## config.mk

```make
export PLATFORM = sky130hd
export DESIGN_NAME = ssp_host_port
export DESIGN_NICKNAME = d
export VERILOG_FILES = /design/src/rtl/ssp_pkg.sv /design/src/rtl/ssp_fifo.sv /design/src/rtl/ssp_rate_gen.sv /design/src/rtl/ssp_shifter.sv /design/src/rtl/ssp_host_port.sv
export SDC_FILE = /design/constraint.sdc
export NUM_CORES = 1
export LEC_CHECK = 0
export ABC_AREA = 1
export BUFFER_PORTS_ARGS = -buffer_cell sky130_fd_sc_hd__buf_2
export CORE_MARGIN = 2
export CORE_UTILIZATION = 42
export DETAILED_ROUTE_END_ITERATION = 6
export PLACE_DENSITY = 0.57
export REMOVE_ABC_BUFFERS = 1
export SETUP_SLACK_MARGIN = 0.02
export SLEW_MARGIN = 40
export SYNTH_ARGS = -nofsm -noshare
export SYNTH_HDL_FRONTEND = slang
export SYNTH_SLANG_ARGS = --single-unit
```

## constraint.sdc

```tcl
create_clock -name clk -period 11.1 [get_ports clk]
set_clock_uncertainty 0.05 [all_clocks]
set_input_delay 0.555 -clock clk [delete_from_list [all_inputs] [get_ports clk]]
set_output_delay 0.555 -clock clk [all_outputs]
set_load 0.05 [all_outputs]
```

## src/rtl/ssp_pkg.sv

```systemverilog
package ssp_pkg;

    localparam int WORD_W = 16;
    localparam int LEN_W  = 5;
    localparam int HALF_W = 16;

    typedef enum logic [1:0] {
        REG_CTRL = 2'd0,
        REG_DATA = 2'd1,
        REG_STAT = 2'd2,
        REG_PSC  = 2'd3
    } reg_sel_e;

    typedef struct packed {
        logic [7:0] div_code;
        logic [3:0] size_code;
    } ctrl_t;

    typedef struct packed {
        logic busy;
        logic rx_full;
        logic rx_some;
        logic tx_room;
        logic tx_none;
    } stat_t;

    function automatic logic [LEN_W-1:0] frame_len(input logic [3:0] code);
        return (code < 4'd3) ? LEN_W'(4) : LEN_W'(code) + LEN_W'(1);
    endfunction

    function automatic logic [HALF_W-1:0] half_limit(input logic [7:0] psc,
                                                     input logic [7:0] div_code);
        logic [6:0]  half_p;
        logic [8:0]  mult;
        logic [HALF_W-1:0] prod;
        half_p = (psc < 8'd2) ? 7'd1 : psc[7:1];
        mult   = {1'b0, div_code} + 9'd1;
        prod   = HALF_W'(half_p) * HALF_W'(mult);
        return prod - HALF_W'(1);
    endfunction

endpackage

```

## src/rtl/ssp_fifo.sv

```systemverilog
module ssp_fifo #(
    parameter int W     = 16,
    parameter int DEPTH = 8
) (
    input  logic         clk,
    input  logic         rst,
    input  logic         push,
    input  logic [W-1:0] push_data,
    input  logic         pop,
    output logic [W-1:0] head,
    output logic         full,
    output logic         empty
);
    localparam int AW = $clog2(DEPTH);
    localparam int CW = AW + 1;

    logic [W-1:0]  mem [DEPTH];
    logic [AW-1:0] wptr, rptr;
    logic [CW-1:0] count;
    logic          do_push, do_pop;

    assign full    = (count == CW'(DEPTH));
    assign empty   = (count == '0);
    assign do_push = push && !full;
    assign do_pop  = pop && !empty;
    assign head    = mem[rptr];

    always_ff @(posedge clk) begin
        if (rst) begin
            wptr  <= '0;
            rptr  <= '0;
            count <= '0;
        end else begin
            if (do_push) begin
                mem[wptr] <= push_data;
                wptr      <= (wptr == AW'(DEPTH-1)) ? '0 : wptr + AW'(1);
            end
            if (do_pop)
                rptr <= (rptr == AW'(DEPTH-1)) ? '0 : rptr + AW'(1);
            case ({do_push, do_pop})
                2'b10:   count <= count + CW'(1);
                2'b01:   count <= count - CW'(1);
                default: count <= count;
            endcase
        end
    end

    AST_FIFO_NO_OVERFLOW: assert property (@(posedge clk) disable iff (rst)
        count <= CW'(DEPTH));
    AST_FULL_PUSH_KEEPS: assert property (@(posedge clk) disable iff (rst)
        (full && push && !pop) |=> (full && $stable(wptr)));
    AST_EMPTY_POP_KEEPS: assert property (@(posedge clk) disable iff (rst)
        (empty && pop && !push) |=> (empty && $stable(rptr)));

endmodule

```

## src/rtl/ssp_rate_gen.sv

```systemverilog
module ssp_rate_gen
    import ssp_pkg::*;
(
    input  logic              clk,
    input  logic              rst,
    input  logic              run,
    input  logic [HALF_W-1:0] limit,
    output logic              half_tick
);
    logic [HALF_W-1:0] cnt;

    assign half_tick = run && (cnt == limit);

    always_ff @(posedge clk) begin
        if (rst || !run || half_tick)
            cnt <= '0;
        else
            cnt <= cnt + HALF_W'(1);
    end

    AST_TICK_NEEDS_RUN: assert property (@(posedge clk) disable iff (rst)
        !run |=> (cnt == '0));

endmodule

```

## src/rtl/ssp_shifter.sv

```systemverilog
module ssp_shifter
    import ssp_pkg::*;
(
    input  logic              clk,
    input  logic              rst,
    input  logic              tx_valid,
    input  logic [WORD_W-1:0] tx_word,
    input  logic [LEN_W-1:0]  len,
    input  logic              half_tick,
    input  logic              miso,
    output logic              tx_pop,
    output logic              rx_push,
    output logic [WORD_W-1:0] rx_word,
    output logic              active,
    output logic              sclk,
    output logic              ss_n,
    output logic              mosi
);
    logic [WORD_W-1:0] tx_sh, rx_sh;
    logic [LEN_W-1:0]  left;
    logic              sclk_q, act_q, push_q;

    assign tx_pop  = !act_q && tx_valid;
    assign active  = act_q;
    assign sclk    = sclk_q;
    assign ss_n    = !act_q;
    assign mosi    = tx_sh[WORD_W-1];
    assign rx_push = push_q;
    assign rx_word = rx_sh;

    always_ff @(posedge clk) begin
        if (rst) begin
            act_q  <= 1'b0;
            sclk_q <= 1'b0;
            push_q <= 1'b0;
            tx_sh  <= '0;
            rx_sh  <= '0;
            left   <= '0;
        end else begin
            push_q <= 1'b0;
            if (!act_q) begin
                if (tx_valid) begin
                    act_q  <= 1'b1;
                    sclk_q <= 1'b0;
                    tx_sh  <= tx_word << (LEN_W'(WORD_W) - len);
                    rx_sh  <= '0;
                    left   <= len - LEN_W'(1);
                end
            end else if (half_tick) begin
                if (!sclk_q) begin
                    sclk_q <= 1'b1;
                    rx_sh  <= {rx_sh[WORD_W-2:0], miso};
                end else begin
                    sclk_q <= 1'b0;
                    if (left == '0) begin
                        act_q  <= 1'b0;
                        push_q <= 1'b1;
                    end else begin
                        tx_sh <= tx_sh << 1;
                        left  <= left - LEN_W'(1);
                    end
                end
            end
        end
    end

    AST_IDLE_CLOCK_LOW: assert property (@(posedge clk) disable iff (rst)
        ss_n |-> !sclk);
    AST_MOSI_HELD_HIGH: assert property (@(posedge clk) disable iff (rst)
        (sclk && $past(sclk)) |-> $stable(mosi));
    AST_PUSH_AT_END: assert property (@(posedge clk) disable iff (rst)
        rx_push |-> $fell(act_q));

endmodule

```

## src/rtl/ssp_host_port.sv

```systemverilog
module ssp_host_port
    import ssp_pkg::*;
#(
    parameter int FIFO_DEPTH = 8
) (
    input  logic        clk,
    input  logic        rst,
    input  logic [1:0]  reg_addr,
    input  logic        reg_wr,
    input  logic        reg_rd,
    input  logic [15:0] reg_wdata,
    output logic [15:0] reg_rdata,
    output logic        sclk,
    output logic        ss_n,
    output logic        mosi,
    input  logic        miso
);
    ctrl_t             ctrl_q;
    logic [7:0]        psc_q;
    stat_t             stat;
    reg_sel_e          sel;

    logic              tx_push, tx_pop, tx_full, tx_empty;
    logic              rx_push, rx_pop, rx_full, rx_empty;
    logic [WORD_W-1:0] tx_head, rx_head, rx_word;
    logic              active, half_tick;

    assign sel = reg_sel_e'(reg_addr);

    always_ff @(posedge clk) begin
        if (rst) begin
            ctrl_q <= '0;
            psc_q  <= '0;
        end else if (reg_wr) begin
            if (sel == REG_CTRL)
                ctrl_q <= ctrl_t'(reg_wdata[11:0]);
            if (sel == REG_PSC)
                psc_q <= {reg_wdata[7:1], 1'b0};
        end
    end

    assign tx_push = reg_wr && (sel == REG_DATA);
    assign rx_pop  = reg_rd && (sel == REG_DATA);

    ssp_fifo #(.W(WORD_W), .DEPTH(FIFO_DEPTH)) u_tx_q (
        .clk(clk), .rst(rst),
        .push(tx_push), .push_data(reg_wdata),
        .pop(tx_pop), .head(tx_head),
        .full(tx_full), .empty(tx_empty)
    );

    ssp_fifo #(.W(WORD_W), .DEPTH(FIFO_DEPTH)) u_rx_q (
        .clk(clk), .rst(rst),
        .push(rx_push), .push_data(rx_word),
        .pop(rx_pop), .head(rx_head),
        .full(rx_full), .empty(rx_empty)
    );

    ssp_rate_gen u_rate (
        .clk(clk), .rst(rst), .run(active),
        .limit(half_limit(psc_q, ctrl_q.div_code)),
        .half_tick(half_tick)
    );

    ssp_shifter u_eng (
        .clk(clk), .rst(rst),
        .tx_valid(!tx_empty), .tx_word(tx_head),
        .len(frame_len(ctrl_q.size_code)),
        .half_tick(half_tick), .miso(miso),
        .tx_pop(tx_pop), .rx_push(rx_push), .rx_word(rx_word),
        .active(active), .sclk(sclk), .ss_n(ss_n), .mosi(mosi)
    );

    always_comb begin
        stat.tx_none = tx_empty;
        stat.tx_room = !tx_full;
        stat.rx_some = !rx_empty;
        stat.rx_full = rx_full;
        stat.busy    = active || !tx_empty;
    end

    always_comb begin
        unique case (sel)
            REG_CTRL: reg_rdata = {4'b0, ctrl_q};
            REG_DATA: reg_rdata = rx_empty ? '0 : rx_head;
            REG_STAT: reg_rdata = {11'b0, stat};
            REG_PSC:  reg_rdata = {8'b0, psc_q};
            default:  reg_rdata = '0;
        endcase
    end

    AST_PSC_EVEN: assert property (@(posedge clk) disable iff (rst)
        !psc_q[0]);
    AST_IDLE_STARTS: assert property (@(posedge clk) disable iff (rst)
        (ss_n && !tx_empty) |=> !ss_n);
    AST_QUEUE_MEANS_BUSY: assert property (@(posedge clk) disable iff (rst)
        (tx_push && !tx_full) |=> stat.busy);

endmodule

```

==> impl_metrics.ini, run 1 <==
[sta]
finalCriticalPeriod_ns = 6.06
slew_viol_final = 0
fin_crit_sh = 0.546
fmax_mhz = 165
setup_viol = 0
fin_tns_setup_ns = 0
rsz0062_at_grt = no
hold_viol = 0
worst_pin_slew_ns = 0.737
slew_headroom = 0.508

[pwr]
cell_internal_pwr_mw = 2.56
p_per_area_nw_per_um2 = 193
vdd_drop_max_mv = 0.127
swShare = 0.357
clkPwrFrac = 0.315
power_leakage_nw = 8.27
pwr-share-comb = 0.309
pwr-share-seq = 0.376
switchingPower_mw = 1.42

[setup_path]
path_max_fanout = 30
start_kind = flip-flop
path_class = reg2reg
arrival_ns = 6.50
crit_path_end_kind = flip-flop
cp.required_ns = 11.54

[job]
max_cap_violations = 0

[cells_and_area]
multiInputGateArea_um2 = 7480
nFillCells = 4197
area_growth_pct = 10.9
fin_nets = 2217
diodes = 0
instances_no_fill = 2718
seq_area_um2 = 9710
drive_gt1_frac = 0.0790

[clocking]
cts_setup_buffers = 0
ctsHoldBuffers = 0
cts_tree = yes
clk-insertion-delay-late_ns = 0.56
cts_buffers = 39
cts_buffer_depth = 3
clock_sinks = 357
clk_pin_slew_ns = 0.06
cts_root_buf = clkbuf_16
htree_levels = 2
ctsResizeCount = 0

[floorplan]
rows = 77
core-area_um2 = 43900
die-area_um2 = 45900
io_pins = 42
start_util = 0.422
die_w_um = 214
die_h_um = 214

[placement]
placed_cells = 2647
io_buffers = 41
dp_hpwl_um = 30600
place_congestion = 0.855

[global_route]
grt.total_usage = 0.208
gr-total-overflow = 0
grt_pass1_wl_um = 76100
grt_pass1_vias = 14000
grt_start_max_net_pins = 80
antenna_found_initial = 3

[routing]
dr_total_vias = 14100
wire_per_inst_um = 17.3
drc = 0
finalWirelength_um = 47000
drt_iter0_markers = 1076
drt_pass1_iterations = 7
antenna_left = 0
vias_per_cell = 5.19

[synthesis]
synth_top_family_by_area = simple AND/OR/NAND/NOR gates
syn_area_um2 = 18600
synth_cell_types = 49
yosys_most_used_dff = edfxtp_1
ys_seq_elements = 357
yosysWarnings = 0
synthArstFlopShare = 0
yosysMostFrequentCell = nand2_1
yosysSeqAreaShare = 0.523
synth_xor_area_frac = 0.0156
synth.area.top_cells = edfxtp_1, dfxtp_1, nand2_1
synthAdderAreaFrac = 0.0827
postSynthCellCount = 2073
synth_compound_area_frac = 0.0825
yosys.area_share.simple = 0.221
synthMuxAreaShare = 0
synth.largest_area_cell = edfxtp_1
synth_top_area_frac = 0.414
synth_commonest_cells = nand2_1, nor2_1, edfxtp_1
synth-edff-count = 256
syn_avg_cell_area_um2 = 8.95

[status]
run_status = complete, no violations

[worst_hold_path]
worstHoldPathType = in2reg
## power by group through the flow
stage                     sequential (mW)  combinational, mW  clock, mW
final                                1.50               1.23       1.25
after global routing                 1.50               1.41       1.33
after CTS                            1.50               1.24       1.28
after detailed placement             1.52               1.23          0
after global placement               1.52               1.21          0
after floorplan                      1.56              0.840          0
## sequential cells by signal, indices dropped and copies added (netlist names), named ones only
| register | count |
|---|---|
| ctrl_q | 12 |
| psc_q | 7 |
| u_eng.active | 1 |
| u_eng.left | 5 |
| u_eng.rx_push | 1 |
| u_eng.rx_word | 16 |
| u_eng.sclk | 1 |
| u_eng.tx_sh | 16 |
| u_rate.cnt | 16 |
| u_rx_q.count | 4 |
| u_rx_q.mem | 128 |
| u_rx_q.rptr | 3 |
| u_rx_q.wptr | 3 |
| u_tx_q.count | 4 |
| u_tx_q.mem | 128 |
| u_tx_q.rptr | 3 |
| u_tx_q.wptr | 3 |
## layout by cell type (no fill, tap or decap), types with 8 or more instances in the layout
master     Yosys  layout
a21oi_1       61      61
buf_2         19      41
buf_4          1      29
clkbuf_1      59       9
clkbuf_16      0      39
clkinv_1       4      12
dfxtp_1      101      99
edfxtp_1     256     256
fa_1          41      41
ha_1          57      57
inv_1        255     253
nand2_1      449     449
nand3_1      176     176
nand3_2       13      13
nand4_1       24      24
nor2_1       263     261
nor3_1        11       8
o211ai_1      12      12
o21ai_0      133     133
o221ai_1      20      20
o22ai_1       11      11
xnor2_1       11      11
xor2_1        22      22
## worst paths after layout
check	start	end	slack (ns)	depth (start not counted)
setup reg to reg	ctrl_q[4]	u_eng.tx_sh[0]	5.04	27
setup / recovery	ctrl_q[4]	u_eng.tx_sh[0]	5.04	27
hold / removal	reg_wdata[15]	u_tx_q.mem[0][15]	0.23	1
hold reg to reg	u_rx_q.count[0]	u_rx_q.count[0]	0.43	1
## metal layers
layer,track usage,wire [µm],vias to the layer above
met2,0.351,22400,312
met3,0.0333,2320,71
met5,0,37,-
li1,-,-,6913
met4,0.0630,1090,6
met1,0.278,21100,6812
## worst max-delay path, cell delays in order, from the launching register on
cell	delay, ns
dfxtp_1	0.45
ha_1	0.25
nand4_1	0.17
nor3_1	0.17
inv_1	0.07
nor2_1	0.28
nand2_1	0.11
fa_1	0.51
fa_1	0.44
fa_1	0.55
inv_1	0.06
fa_1	0.48
ha_1	0.38
nand2_1	0.13
inv_1	0.05
nand2_1	0.06
nand2_1	0.07
a21oi_1	0.25
nand3_1	0.13
nand3_1	0.13
nand2_1	0.06
nor2_1	0.11
nand3_2	0.14
nand2_4	0.22
nand3_4	0.33
nand2_1	0.19
inv_2	0.05
nor2_2	0.09
## final cells by class
| type | instances | share of cell area |
|---|---|---|
| well taps | 592 | 0.0360 |
| clock inverters | 23 | 0.0102 |
| multi-input cells | 1364 | 0.363 |
| inverters | 263 | 0.0482 |
| flip-flops and latches | 357 | 0.472 |
| clock buffers | 48 | 0.0491 |
| repair buffers | 71 | 0.0211 |
## stage by stage
| step | power, mW | worst slack (ns) | utilization | instance area (µm²) | hold WS [ns] |
|---|---|---|---|---|---|
| global route | 4.24 | 4.54 | 0.468 | 20600 | 0.219 |
| detailed placement | 2.76 | 5.12 | 0.440 | 19400 | 0.425 |
| CTS | 4.02 | 5.06 | 0.468 | 20600 | 0.198 |
| global placement | 2.74 | 5.06 | 0.440 | 19300 | 0.421 |
| floorplan | 2.40 | 5.72 | - | 18200 | 0.391 |
| finish | 3.98 | 5.04 | 0.468 | 20600 | 0.227 |
## cells by family after synthesis
family | after synthesis
buffers and inverters | 352
flip-flops | 357
XOR/XNOR | 33
AO/OA/AOI/OAI | 267
adder cells (fa/ha/maj) | 98
AND/OR/NAND/NOR | 966
(Power assumes the default switching activity.)
==> inputs of run 2 (changes only) <==
- ABC_AREA: 1 -> 0
- PLACE_DENSITY: 0.57 -> 0.59
- clock period: 11.1 -> 5.1 ns (I/O delays scaled with it)
==> impl_metrics.ini, run 2 <==
[status]
run_status = finished, violations left
violations = design-rule violations, negative setup slack

[global_route]
antenna_found_initial = 2
grt.total_usage = 0.200
grt_start_max_net_pins = 45
gr-total-overflow = 0
grt_pass1_wl_um = 69100
grt_pass1_vias = 12400

[routing]
drc = 3
vias_per_cell = 5.53
antenna_left = 0
finalWirelength_um = 43800
drt_pass1_iterations = 7
drt_iter0_markers = 993
wire_per_inst_um = 19.8
dr_total_vias = 12200

[cells_and_area]
drive_gt1_frac = 0.250
final_common_cell = edfxtp_1
largestRegisters = u_rx_q.mem (128), u_tx_q.mem (128)
multiInputGateArea_um2 = 8030
final_util = 0.517
nFillCells = 3693
stdcell_area_um2 = 21700
most-common-layout-cells = edfxtp_1, buf_4, nand2_1
diodes = 0
seq_area_um2 = 9720
instances_no_fill = 2212
area_growth_pct = 21.3
fin_nets = 1763

[synthesis]
yosysSeqAreaShare = 0.542
synth_top_area_frac = 0.429
syn_avg_cell_area_um2 = 12.3
ys_seq_elements = 357
synth_commonest_cells = edfxtp_1, nand2_1, dfxtp_1
synth_cell_types = 81
postSynthCellCount = 1456
synthArstFlopShare = 0
synth-edff-count = 256
yosys_most_used_dff = edfxtp_1
synth.largest_area_cell = edfxtp_1
yosysWarnings = 0
yosysMostFrequentCell = edfxtp_1
synth.area.top_cells = edfxtp_1, dfxtp_1, mux4_2
syn_area_um2 = 17900

[setup_path]
crit_path_end_kind = flip-flop
reg2regPathDepth = 23
cp.required_ns = 5.54
path_max_fanout = 8
arrival_ns = 6.21
start_kind = flip-flop
path_class = reg2reg

[placement]
place_congestion = 0.858
dp_hpwl_um = 28800
placed_cells = 2099
io_buffers = 41
dpl_cell_area_um2 = 19600
dp_slack_ns = -0.878

[pwr]
p_per_area_nw_per_um2 = 361
vdd_drop_max_mv = 0.328
power_leakage_nw = 7.75
power_mw = 7.85

[clocking]
cts_tree = yes
clock_sinks = 357
clk-insertion-delay-late_ns = 0.56
htree_levels = 2
cts_buffer_depth = 3
cts_root_buf = clkbuf_16
clk_pin_slew_ns = 0.06
cts_buffers = 39

[sta]
finalCriticalPeriod_ns = 5.77
fmax_mhz = 173
rsz0062_at_grt = yes
slew_headroom = 0.469
worst_pin_slew_ns = 0.795
finalWorstSetupSlack_ns = -0.670
fin_crit_sh = 1.13
setup_viol = 56
fin_tns_setup_ns = -28.61
slew_viol_final = 0
hold_viol = 0
timing.hold.ws_ns = 0.0276

[floorplan]
die_h_um = 211
die-area_um2 = 44300
io_pins = 42
start_util = 0.426
die_w_um = 211
core-area_um2 = 42000
rows = 75

[worst_hold_path]
worstHoldPathType = in2reg
min_path_cells = 3

[job]
max_cap_violations = 0
-- run 2: cell types whose count changed in the layout (fill, tap and decap cells not counted), moves of 24 or more --
cell / delta
nor2_1: -185
inv_1: -181
mux4_2: +43
nand2_1: -324
mux2i_1: +82
a22oi_1: +24
nand3_1: -138
buf_4: +120
o21ai_0: -93
-- run 2: final timing paths --
path                        start  slack, ns           endpoint
setup reg to reg        ctrl_q[4]      -0.67  u_eng.rx_word[13]
hold / removal      reg_wdata[11]       0.03         ctrl_q[11]
hold reg to reg   u_eng.tx_sh[10]       0.42    u_eng.tx_sh[10]
setup / recovery        ctrl_q[4]      -0.67  u_eng.rx_word[13]
-- run 2: final cells by class --
cell class,instances,area share
multi-input combinational,946,0.370
clock buffer,52,0.0509
inverter,76,0.0131
clock inverter,20,0.00817
sequential,357,0.447
tap,539,0.0310
timing repair buffer,222,0.0801
-- run 2: critical path: stages (launching register included) --
cell,delay (ns)
dfxtp_4,0.37
ha_4,0.15
nand3_4,0.10
nor2_4,0.13
xor2_1,0.17
buf_4,0.15
buf_6,0.10
nand2_4,0.04
fa_1,0.53
fa_1,0.45
fa_1,0.50
fa_1,0.53
inv_2,0.05
ha_4,0.29
xor2_2,0.18
buf_4,0.16
a221o_1,0.15
or3b_4,0.39
nor4_4,0.34
nand4_2,0.17
buf_8,0.19
buf_12,0.14
or2_1,0.22
a21oi_2,0.15
-- run 2: layer usage --
metal | up-vias | share of wire | global-route usage
li1 | 5750 | - | -
met1 | 6131 | 0.45 | 0.274
met2 | 282 | 0.48 | 0.331
met3 | 65 | 0.048 | 0.0343
met4 | 4 | 0.020 | 0.0549
met5 | - | 0.00052 | 0
-- run 2: timing repair --
item,in CTS,in global routing
resized for setup,54,50
hold buffers,14,0
cloned,2,2
endpoints found under the hold margin,93,0
endpoints found under the setup margin,56,56
buffers inserted,17,7
pin swaps,49,55
-- run 2: cell families (layout without fill, tap and decap cells) --
logic type	Yosys count	after routing	share of synthesized area
AO/OA/AOI/OAI	249	249	0.0949
XOR/XNOR	53	53	0.0263
adder cells (fa/ha/maj)	98	98	0.0856
buffers and inverters	153	370	0.0349
flip-flops	357	357	0.542
multiplexers	129	129	0.102
AND/OR/NAND/NOR	417	417	0.114
-- run 2: report_power, final --
part,switching (mW),leakage [nW],internal (mW)
Clock,1.18,0.626,1.60
Sequential,0.0889,3.16,3.16
Combinational,1.06,3.97,0.756
Total,2.33,7.75,5.52
